==> src/rtl/pt_display_ctl.sv <==
module pt_display_ctl #(
  parameter int          DW         = 12,
  parameter logic [5:0]  DEV_ID     = 6'o05,
  parameter int          MOVE_DLY   = 4,
  parameter int          INTENS_DLY = 6,
  parameter int          ERASE_DLY  = 40,
  parameter int          RED_DLY    = 12,
  parameter int          GREEN_DLY  = 9
) (
  input  logic          clk,
  input  logic          rst_n,
  input  logic          cmd_valid,
  input  logic [11:0]   cmd_op,
  input  logic [DW-1:0] ac_in,
  output logic [DW-1:0] ac_out,
  output logic          ac_drive,
  output logic          ac_clr,
  output logic          skip,
  output logic [DW-1:0] x_pos,
  output logic [DW-1:0] y_pos,
  output logic          intens_pls,
  output logic          erase_pls,
  output logic          chan_sel,
  output logic          colour_red,
  output logic          store_en,
  output logic          wthru_en,
  output logic          done,
  output logic          irq
);
  localparam int M1    = (MOVE_DLY > INTENS_DLY) ? MOVE_DLY : INTENS_DLY;
  localparam int M2    = (RED_DLY > GREEN_DLY) ? RED_DLY : GREEN_DLY;
  localparam int M3    = (M1 > M2) ? M1 : M2;
  localparam int MAXD  = (M3 > ERASE_DLY) ? M3 : ERASE_DLY;
  localparam int CW    = $clog2(MAXD + 1);

  logic          hit;
  logic [2:0]    fn;
  logic          ie;
  logic [CW-1:0] cnt;

  assign hit = cmd_valid && (cmd_op[11:9] == 3'o6) && (cmd_op[8:3] == DEV_ID);
  assign fn  = cmd_op[2:0];

  assign skip     = hit && (fn == 3'd2) && done;
  assign ac_clr   = hit && (fn == 3'd6);
  assign ac_drive = hit && (fn == 3'd7);
  assign irq      = ie && done;

  always_comb begin
    ac_out = '0;
    if (ac_drive) begin
      ac_out[11] = done;
      ac_out[5]  = wthru_en;
      ac_out[4]  = store_en;
      ac_out[2]  = colour_red;
      ac_out[1]  = chan_sel;
      ac_out[0]  = ie;
    end
  end

  always_ff @(posedge clk) begin
    if (!rst_n) begin
      x_pos      <= '0;
      y_pos      <= '0;
      ie         <= 1'b0;
      chan_sel   <= 1'b0;
      colour_red <= 1'b0;
      store_en   <= 1'b0;
      wthru_en   <= 1'b0;
      done       <= 1'b0;
      cnt        <= '0;
      intens_pls <= 1'b0;
      erase_pls  <= 1'b0;
    end else begin
      intens_pls <= 1'b0;
      erase_pls  <= 1'b0;
      if (cnt == CW'(1)) begin
        done <= 1'b1;
        cnt  <= '0;
      end else if (cnt != '0) begin
        cnt <= cnt - 1'b1;
      end
      if (hit) begin
        case (fn)
          3'd0: begin
            x_pos      <= '0;
            y_pos      <= '0;
            ie         <= 1'b0;
            chan_sel   <= 1'b0;
            colour_red <= 1'b0;
            store_en   <= 1'b0;
            wthru_en   <= 1'b0;
            done       <= 1'b0;
            cnt        <= '0;
          end
          3'd1: done <= 1'b0;
          3'd3: begin
            x_pos <= ac_in;
            done  <= 1'b0;
            cnt   <= CW'(MOVE_DLY);
          end
          3'd4: begin
            y_pos <= ac_in;
            done  <= 1'b0;
            cnt   <= CW'(MOVE_DLY);
          end
          3'd5: begin
            intens_pls <= 1'b1;
            done       <= 1'b0;
            cnt        <= CW'(INTENS_DLY);
          end
          3'd6: begin
            ie         <= ac_in[0];
            chan_sel   <= ac_in[1];
            colour_red <= ac_in[2];
            store_en   <= ac_in[4];
            wthru_en   <= ac_in[5];
            if (ac_in[3]) begin
              erase_pls <= 1'b1;
              done      <= 1'b0;
              cnt       <= CW'(ERASE_DLY);
            end else if (ac_in[2] != colour_red) begin
              done <= 1'b0;
              cnt  <= ac_in[2] ? CW'(RED_DLY) : CW'(GREEN_DLY);
            end
          end
          default: ;
        endcase
      end
    end
  end
endmodule

==> config.mk <==
export PLATFORM = sky130hd
export DESIGN_NAME = pt_display_ctl
export DESIGN_NICKNAME = d
export VERILOG_FILES = /design/src/rtl/pt_display_ctl.sv
export SDC_FILE = /design/constraint.sdc
export NUM_CORES = 1
export LEC_CHECK = 0
export ABC_AREA = 1
export BUFFER_PORTS_ARGS = -buffer_cell sky130_fd_sc_hd__buf_2
export CORE_MARGIN = 2
export CORE_UTILIZATION = 30
export CTS_BUF_LIST = sky130_fd_sc_hd__clkbuf_8
export DETAILED_ROUTE_END_ITERATION = 7
export PLACE_DENSITY = 0.6
export SETUP_SLACK_MARGIN = 0.3
export SLEW_MARGIN = 15
export SYNTH_ARGS = -nofsm -noshare
export SYNTH_HDL_FRONTEND = slang
export SYNTH_SLANG_ARGS = --single-unit
export TNS_END_PERCENT = 5
==> constraint.sdc <==
create_clock -name clk -period 1.4 [get_ports clk]
set_input_delay 0.28 -clock clk [delete_from_list [all_inputs] [get_ports clk]]
set_output_delay 0.28 -clock clk [all_outputs]
set_load 0.1 [all_outputs]
* After elaboration in Yosys (flattened, before gate mapping)
Index checks and enable logic that the tools add are counted.
Word-level totals: bits in registers 38, input bits 27, output and inout bits 47, word-level logic and storage cells 66
Operators by class: $add $sub $neg 1, eq/ne operators 11, multiplexer cells 24, reduce and logical (&&, ||, !) cells 19
Operator list (count):
- $pmux W12 S2 | 2
- $mux W6 | 5
- $pmux W6 S4 | 1
- $eq A3 B3 Y1 const B | 5
- $pmux W1 S2 | 6
- $reduce_and A2 Y1 | 4
- $logic_and A1 B1 Y1 | 7
- $mux W1 | 7
- $eq A3 B2 Y1 const B | 2
- $eq A6 B1 Y1 const B | 1
- $eq A6 B3 Y1 const B | 1
- $mux W3 | 2
- $reduce_bool A2 Y1 | 3
- $reduce_bool A6 Y1 | 1
- $sub A6 B1 Y6 const B | 1
- $reduce_or A5 Y1 | 1
- $eq A3 B1 Y1 const B | 1
- $logic_not A3 Y1 | 1
- $reduce_and A3 Y1 | 1
- $mux W2 | 1
- $reduce_or A2 Y1 | 1
- $ne A1 B1 Y1 | 1

* Logic depth before layout (Yosys ltp)
Gate-level depths: netlist of the first run.
word-level depth 7, gate-level depth with buffers 10

* Worst setup path before layout of the first run
No wires, ideal clock.
kind reg2out, from register done, to output skip, arrival time 4.040 ns, required time 1.120 ns, slack -2.920 ns, stages on the path, launching flop included 3, cell sequence dfxtp_1 inv_1 nor4_1
On the way: word-level cells in the longest chain between the ends 1
RTL lines:
- from (decl) | RTL line 27 | output logic done,
- from (signal assigned) | RTL line 70 | done <= 1'b0;
- from (signal assigned) | RTL line 78 | done <= 1'b1;
- from (signal assigned) | RTL line 93 | done <= 1'b0;
- $logic_and A1 B1 Y1 | RTL line 44 | assign skip = hit && (fn == 3'd2) && done;
- to (decl) | RTL line 18 | output logic skip,
Every way passes these cells.

* Final worst setup path of the first run
from input cmd_op[7], to output ac_out[2]
On the way: word-level cells in the longest chain between the ends 4
RTL lines:
- from (decl) | RTL line 13 | input logic [11:0] cmd_op,
- $eq A6 B3 Y1 | RTL line 41 | assign hit = cmd_valid && (cmd_op[11:9] == 3'o6) && (cmd_op[8:3] == DEV_ID);
- $logic_and A1 B1 Y1 | RTL line 41
- $logic_and A1 B1 Y1 | RTL line 46 | assign ac_drive = hit && (fn == 3'd7);
- $mux W3 | RTL line 51 | if (ac_drive) begin
- to (decl) | RTL line 15 | output logic [DW-1:0] ac_out,
Every way passes these cells.

==> results of run 1 <==
==> cells in the mapped netlist, drive strengths merged <==
library cell and count:
nand2 103, dfxtp 38, nor2 36, a21oi 33, inv 27, buf 12
nand3 11, o21ai 6, nand4 5, ha 3, a211oi 2, clkbuf 2
nor3 2, xnor2 2, clkinv 1, conb 1, nor3b 1, nor4 1
o211ai 1, o21bai 1, or2 1, xor2 1
==> through the flow <==
| stage | TNS [ns] | cells | hold slack [ns] |
|---|---|---|---|
| after floorplan | -9.70 | 295 | 0.400 |
| after global placement | -5.35 | 454 | 0.448 |
| after detailed placement | -6.44 | 454 | 0.455 |
| after CTS | -1.26 | 464 | 0.225 |
| after global routing | -1.91 | 464 | 0.230 |
| final | -1.31 | 464 | 0.231 |
==> cell type report <==
class | count | area (um^2) | share of cell area (%)
Inverter | 28 | 130 | 3.52
Sequential cell | 38 | 817 | 22.1
Tap cell | 77 | 96.3 | 2.60
Timing Repair Buffer | 99 | 1280 | 34.6
Multi-Input combinational cell | 215 | 1300 | 35.1
Clock buffer | 5 | 68.8 | 1.86
Clock inverter | 2 | 10.0 | 0.271
==> routing by layer <==
layer / vias up / wire, um / GRT usage (%) / part of all wire [%]
li1: 1096 / - / - / -
met1: 998 / 2470 / 19.7 / 41
met2: 57 / 3140 / 31.0 / 52
met3: 10 / 309 / 3.89 / 5.1
met4: 0 / 105 / 5.63 / 1.7
met5: - / 0 / 0 / 0
==> cell usage in the layout (no fill, tap or decap), drive strengths merged, types with 2 or more instances in the layout <==
cell      n
inv      26
nor3      2
clkbuf    5
nand4     5
buf      99
xnor2     2
dfxtp    38
nor2     36
conb      6
clkinv    3
a211oi    2
nand2   103
ha        3
a21oi    33
nand3    11
o21ai     6
==> cells by family (layout without fill, tap and decap cells) <==
group                    after synthesis  after routing  synth area share, %
buffers and inverters                 42            134                 10.0
other                                  1              6                0.189
AND/OR/NAND/NOR                      160            160                 34.5
XOR/XNOR                               3              3                 1.33
AO/OA/AOI/OAI                         43             43                 13.6
flip-flops                            38             38                 38.4
adder cells (fa/ha/maj)                3              3                 1.90
==> power by group through the flow <==
stage	logic, uW	registers [uW]	clock network [uW]
global placement	1270	1290	0
CTS	1410	1290	745
floorplan	866	1340	0
detailed placement	1300	1280	0
finish	1440	1300	722
global route	1610	1310	800
==> worst paths after layout <==
path,from,slack (ns),endpoint,cells after the start
worst max-delay path,cmd_op[7],-0.16,ac_out[2],8
worst min-delay path,ac_in[11],0.23,y_pos[11]$_SDFFE_PN0P_,3
worst max register to register,cnt[1]$_SDFF_PN0_,0.08,cnt[5]$_SDFF_PN0_,7
worst min register to register,x_pos[10]$_SDFFE_PN0P_,0.48,x_pos[10]$_SDFFE_PN0P_,2
==> registers in the layout, summed over array words and instances (netlist names) <==
| register | cells |
|---|---|
| chan_sel | 1 |
| y_pos | 12 |
| ie | 1 |
| wthru_en | 1 |
| done | 1 |
| erase_pls | 1 |
| store_en | 1 |
| x_pos | 12 |
| intens_pls | 1 |
| cnt | 6 |
| colour_red | 1 |
==> critical path, cell delays in order <==
cell and delay, ns:
buf_6 0.09, nor2_4 0.10, nand3_2 0.10, nor2_4 0.12, nand4_1 0.10, buf_6 0.18, nor2_4 0.12, buf_12 0.18
==> repair_timing <==
item,CTS,global route
pin swaps,45,20
setup buffers,3,0
gates resized for setup,192,28
hold endpoints to repair,0,0
hold buffers,0,0
setup endpoints to repair,78,78
cloned,0,0
==> flow_metrics.tcl, run 1 <==
set metrics [dict create \
    status "complete, but fails checks" \
    violations "setup timing" \
    io_buffer_count 67 \
    wl_per_cell_um 13.0 \
    powerDensity_nw_per_um2 936 \
    via_count 2161 \
    crit_fanout 7 \
    ys_types 32 \
    fin_nets 417 \
    dieArea_um2 7270 \
    ys_seq_elements 38 \
    grt_pass1_vias 2101 \
    seq_area_frac_synth_pct 38.4 \
    grt_pass1_wl_um 9890 \
    power_uw 3460 \
    antennaDiodeCount 0 \
    numCtsBuffers 5 \
    synthesis.instances 290 \
    period_minus_slack_ns 1.56 \
    final_hold_viol_count 0 \
    first_pass_iters 4 \
    totalWireLength_um 6020 \
    synth_top_area_cell "dfxtp_1" \
    hold_class "in -> reg" \
    p_int_uw 2120 \
    yosys_warnings 0 \
    switchingPower_uw 1340 \
    fp-row-count 29 \
    leakage_uw 0.00146 \
    fillCellCount 530 \
    dpl.hpwl_um 4230 \
    clk_latency_ns 0.29 \
    antenna_found_initial 0 \
    maxSlewViolCount 0 \
    finalCritPeriodShare_pct 112 \
    synth_top_area_share_pct 38.4 \
    post-place-ws_ns -0.359 \
    dpl_cell_area_um2 2880 \
    clkPwrFrac_pct 20.8 \
    fp.dieW_um 85.3 \
    grt.total_usage_pct 17.1 \
    max_cap_violations 0 \
    seqPwrFrac_pct 37.6 \
    cts_root_buffer "clkbuf_8" \
    synth.avg_cell_area_um2 6.83 \
    die_h_um 85.3 \
    finClkSkew_ns 0.00586 \
    clockBufferDepth 2 \
    drtIter0Drc 70 \
    viasPerCell 4.66 \
    synth_area_leaders "dfxtp_1 38%, nand2_1 19%, a21oi_1 5.6%" \
    stdcell_area_um2 3700 \
    syn-cell-area_um2 1980 \
    setup_ws_ns -0.163 \
    cts_tree "done" \
    arrival_ns 1.28 \
    htreeDepth 2 \
    cp-end-kind "output pin" \
    peakVddDrop_mv 0.457 \
    cts_sinks 38 \
    setup_violations 9 \
    io_pins 74 \
    rsz0062_at_grt "true" \
    overflow 0 \
    power_frac_comb_pct 41.6 \
    drc 0 \
    design.core.area_um2 6350 \
    required_ns 1.12 \
    syn_to_final_growth_pct 86.8 \
    drive_gt1_share_pct 58.4 \
    crit_type "in -> out" \
    switching_share_pct 38.7 \
    fmax_mhz 640 \
    place_congestion 0.852 \
    start_util_pct 31.2 \
    worst_setup_path_start_kind "input pin" \
    clkTransAtPathRegs_ns 0.07 \
    utilization_pct 58.3 \
    grt_max_degree 18 \
    antenna_left 0 \
]
No activity file was read; power rests on OpenSTA's default activity.
==> inputs of run 2 (changes only) <==
CORE_MARGIN = 1.5   (was 2)
CTS_CLUSTER_DIAMETER = 100   (was unset)
SLEW_MARGIN = unset   (was 15)
==> run 2 against run 1 <==
  * The flow still finishes with violations (setup timing)
  * Clock skew shrank 0.0014 ns
  * Die area decreased by 2.3%
  * Design area about the same
  * Critical endpoint is now ac_out[0]
  * Non-clock buffer count up 1
==> flow_metrics.tcl, run 2 (same netlist as run 1, synthesis figures left out) <==
set metrics [dict create \
    hold_class "in -> reg" \
    leakage_uw 0.00149 \
    dpl.cell_count 451 \
    io_pins 74 \
    totalWireLength_um 6220 \
    die_h_um 84.3 \
    post-place-ws_ns -0.335 \
    critPathBufInv 3 \
    slowest_stage "buf_6" \
    clkTransAtPathRegs_ns 0.08 \
    crit_fanout 7 \
    io_buffer_count 67 \
    grt_max_degree 32 \
    required_ns 1.12 \
    holdPathEnd "x_pos[10]$_SDFFE_PN0P_" \
    setup_ws_ns -0.232 \
    period_minus_slack_ns 1.63 \
    overflow 0 \
    fp.dieW_um 84.3 \
    antenna_found_initial 0 \
    first_pass_iters 4 \
    rr_worst_depth 7 \
    rsz0062_at_grt "true" \
    critical_path.max_stage_delay_ns 0.19 \
    max_cap_violations 0 \
    grt_pass1_vias 2251 \
    crit_type "in -> out" \
    finalCritPeriodShare_pct 117 \
    cts_hold_buf 0 \
    maxSlewViolCount 0 \
    setup_violations 9 \
    numCtsBuffers 5 \
    fmax_mhz 613 \
    antenna_left 0 \
    arrival_ns 1.35 \
    fillCellCount 524 \
    r2r_start "cnt[0]$_SDFF_PN0_" \
    place_congestion 0.841 \
    final_hold_viol_count 0 \
    hold_depth 3 \
    dieArea_um2 7100 \
    mostFrequentLayoutCells "91 x nand2_1, 46 x buf_12, 30 x dfxtp_2" \
    rrSetupSlack_ns 0 \
    cp-end-kind "output pin" \
    powerDensity_nw_per_um2 1030 \
    syn_to_final_growth_pct 86.9 \
    start_util_pct 31.2 \
    power_uw 3810 \
    r2r_end "cnt[2]$_SDFF_PN0_" \
    cp_top_family "simple AND/OR/NAND/NOR gates" \
    violations "setup timing" \
    wl_per_cell_um 13.4 \
    cts_root_buffer "clkbuf_8" \
    cts_tree "done" \
    drc 0 \
    viasPerCell 4.68 \
    crit_chain "buf_6 -> nor2_4 -> nand3_2 -> nor2_4 -> nand4_1 -> buf_6 -> nor2_4 -> buf_12" \
    finClkSkew_ns 0.00447 \
    drtIter0Drc 96 \
    cts_sinks 38 \
    grt.total_usage_pct 18.1 \
    htreeDepth 2 \
    drive_gt1_share_pct 54.0 \
    fin_nets 418 \
    fp-row-count 29 \
    setup_tns_ns -1.51 \
    design.core.area_um2 6350 \
    reg_top3 "x_pos x12, y_pos x12, cnt x6" \
    crit_top_cell "nor2_4" \
    clk_latency_ns 0.29 \
    antennaDiodeCount 0 \
    layout_commonest_cell "nand2_1" \
    clockBufferDepth 2 \
    instances_no_fill 466 \
    peakVddDrop_mv 0.603 \
    holdCritStartpoint "ac_in[10]" \
    via_count 2183 \
    grt_pass1_wl_um 10500 \
    worst_setup_path_start_kind "input pin" \
    dpl.hpwl_um 4120 \
    status "complete, but fails checks" \
]
[run 2: changes by cell type in the layout (fill, tap and decap cells not counted), sizes merged]
cell    delta
clkinv     -2
clkbuf     +1
buf        +1
bufinv     +2
[run 2: tightest hold or removal path: cells and delay by family]
family | cells | cell delay, ns
AOI/OAI and AO/OA | 1 | 0.05
buffers and inverters | 1 | 0.10
and+or+nand+nor | 1 | 0.05
[run 2: cell type report]
| type | count | area [um^2] | share of cell area [%] |
|---|---|---|---|
| flip-flops and latches | 38 | 810 | 21.9 |
| clock inverters | 2 | 60.1 | 1.62 |
| well taps | 77 | 96.3 | 2.60 |
| repair buffers | 100 | 1300 | 35.0 |
| multi-input cells | 215 | 1230 | 33.3 |
| clock buffers | 6 | 82.6 | 2.23 |
| inverters | 28 | 125 | 3.38 |
[run 2: worst max path at each step]
| stage | slack [ns] | cells past startpoint | to | startpoint |
|---|---|---|---|---|
| after global routing | -0.28 | 9 | ac_out[0] | cmd_op[3] |
| after global placement | -0.33 | 9 | ac_out[11] | cmd_op[3] |
| after CTS | -0.17 | 8 | ac_out[11] | cmd_op[7] |
| after detailed placement | -0.33 | 9 | ac_out[11] | cmd_op[3] |
| after floorplan | -0.81 | 6 | ac_out[0] | cmd_op[3] |
| final | -0.23 | 8 | ac_out[0] | cmd_op[4] |
[run 2: per-stage QoR]
stage               utilization (%)  hold WS, ns  cell area, um^2
floorplan                         -        0.400             2110
global placement               45.0        0.449             2860
detailed placement             45.0        0.455             2860
CTS                            56.9        0.224             3610
global route                   58.3        0.226             3700
finish                         58.3        0.226             3700
[run 2: timing repair]
action,CTS,global route
endpoints found under the setup margin,78,78
cloned,0,0
setup buffers,4,3
pin swaps,30,21
resized for setup,179,21
[run 2: metal layers]
metal  wire length [um]  vias up  global-route usage [%]
li1                   -     1099                       -
met1               2610     1006                    21.8
met2               3190       63                    31.6
met3                288       15                    4.33
met4                139        0                    5.96
met5                  0        -                       0
[run 2: report_power, final]
group / leakage, uW / switching, uW / internal (uW) / total, uW
combinational: 0.00109 / 822 / 557 / 1380
clock: 0.0000714 / 411 / 760 / 1170
sequential: 0.000325 / 81.8 / 1180 / 1260
total: 0.00149 / 1320 / 2500 / 3810
==> inputs of run 3 (changes only) <==
BUFFER_PORTS_ARGS = -buffer_cell sky130_fd_sc_hd__buf_4   (was -buffer_cell sky130_fd_sc_hd__buf_2)
==> run 3 against run 2 <==
  * The run still ends with setup timing left
  * Critical path depth did not move
  * Maximum frequency rose by 1.5%
  * Clock skew decreased by 0.0014 ns
  * Clock power about the same
  * Die area stayed put
  * Global-route usage is 0.099 points higher
==> flow_metrics.tcl, run 3 (same netlist as run 1, synthesis figures left out) <==
set metrics [dict create \
    drc 0 \
    start_util_pct 31.2 \
    multi_input_area_um2 1370 \
    critical_path.max_stage_delay_ns 0.19 \
    mostFrequentLayoutCells "71 x nand2_1, 48 x buf_4, 42 x buf_12" \
    fmax_mhz 622 \
    critPathBufInv 3 \
    grt_pass1_vias 2237 \
    cts_tree "done" \
    fin_nets 424 \
    first_pass_iters 4 \
    finClkSkew_ns 0.00311 \
    numCtsBuffers 5 \
    required_ns 1.12 \
    fp-row-count 29 \
    regArea_um2 830 \
    grt_max_degree 31 \
    io_pins 74 \
    cts_root_buffer "clkbuf_8" \
    finalCritPeriodShare_pct 115 \
    cts_hold_buf 0 \
    crit_chain "buf_6 -> nor2_4 -> nand3_2 -> nor2_4 -> nand4_1 -> buf_6 -> nor2_4 -> buf_12" \
    cts_sinks 38 \
    syn_to_final_growth_pct 99.7 \
    dpl_cell_area_um2 2890 \
    p_int_uw 2520 \
    clk_latency_ns 0.29 \
    clkPwrFrac_pct 29.9 \
    leakage_uw 0.00158 \
    viasPerCell 4.74 \
    violations "setup timing" \
    antenna_found_initial 0 \
    power_uw 3910 \
    crit_type "in -> out" \
    drtIter0Drc 109 \
    totalWireLength_um 6460 \
    status "complete, but fails checks" \
    cp-end-kind "output pin" \
    grt_pass1_wl_um 10500 \
    setup_tns_ns -1.52 \
    maxSlewViolCount 0 \
    max_cap_violations 0 \
    die_h_um 84.3 \
    hold_class "in -> reg" \
    clkTransAtPathRegs_ns 0.08 \
    dpl.hpwl_um 4250 \
    switchingPower_uw 1390 \
    setup_violations 10 \
    arrival_ns 1.33 \
    place_congestion 0.823 \
    via_count 2238 \
    setup_ws_ns -0.208 \
    peakVddDrop_mv 0.812 \
    slowest_stage "buf_6" \
    dieArea_um2 7100 \
    switching_share_pct 35.5 \
    power_frac_comb_pct 37.4 \
    fillCellCount 506 \
    layout_commonest_cell "nand2_1" \
    crit_fanout 7 \
    seqPwrFrac_pct 32.7 \
    stdcell_area_um2 3960 \
    io_buffer_count 67 \
    fp.dieW_um 84.3 \
    period_minus_slack_ns 1.61 \
    drive_gt1_share_pct 61.5 \
    overflow 0 \
    grt.total_usage_pct 18.2 \
    crit_top_cell "nor2_4" \
    worst_setup_path_start_kind "input pin" \
    cp_top_family "simple AND/OR/NAND/NOR gates" \
    clockBufferDepth 2 \
    final_hold_viol_count 0 \
    antenna_left 0 \
    utilization_pct 62.3 \
    antennaDiodeCount 0 \
    rsz0062_at_grt "true" \
    wl_per_cell_um 13.7 \
    powerDensity_nw_per_um2 989 \
    reg_top3 "x_pos x12, y_pos x12, cnt x6" \
    design.core.area_um2 6350 \
    htreeDepth 2 \
]
-- run 3: area by class of cell --
cell class	instances	area share, %
clock buffers	6	2.09
clock inverters	2	1.52
inverters	28	3.38
multi-input cells	215	34.7
flip-flops and latches	38	21.0
well taps	77	2.44
repair buffers	106	34.9
-- run 3: worst paths after layout --
path                      from               endpoint  slack, ns  cells past startpoint
min reg2reg    ie$_SDFFE_PN0P_        ie$_SDFFE_PN0P_       0.48                      2
max                  cmd_op[7]              ac_out[5]      -0.21                      8
max reg2reg  cnt[0]$_SDFF_PN0_      cnt[2]$_SDFF_PN0_          0                      7
min                   ac_in[9]  x_pos[9]$_SDFFE_PN0P_       0.24                      3
-- run 3: timing repair --
action	CTS	global route
pin swaps	47	20
resized for setup	225	26
buffers inserted	8	0
endpoints found under the setup margin	77	79
-- run 3: tightest hold or removal path, stage by stage --
cell and delay, ns:
buf_4 0.11, nand2_2 0.06, a21oi_2 0.04
-- run 3: per-layer routing --
layer | up-vias | GRT usage (%) | wire length (um)
met2 | 56 | 32.9 | 3440
met4 | 0 | 5.81 | 102
met5 | - | 0 | 0
li1 | 1110 | - | -
met3 | 8 | 2.75 | 186
met1 | 1064 | 22.1 | 2740
-- run 3: per-stage QoR --
step / setup slack [ns] / cells / hold WS [ns]
3_5_place_dp: -0.389 / 456 / 0.459
3_3_place_gp: -0.366 / 456 / 0.453
4_1_cts: -0.172 / 472 / 0.231
2_1_floorplan: -0.810 / 295 / 0.400
6_report: -0.208 / 472 / 0.236
5_1_grt: -0.254 / 472 / 0.229
-- run 3: power groups by stage --
stage                     combinational (uW)  sequential [uW]  clock, uW
after floorplan                          866             1340          0
after global routing                    1610             1290       1250
after CTS                               1370             1270       1190
after detailed placement                1290             1290          0
after global placement                  1270             1290          0
final                                   1460             1280       1170
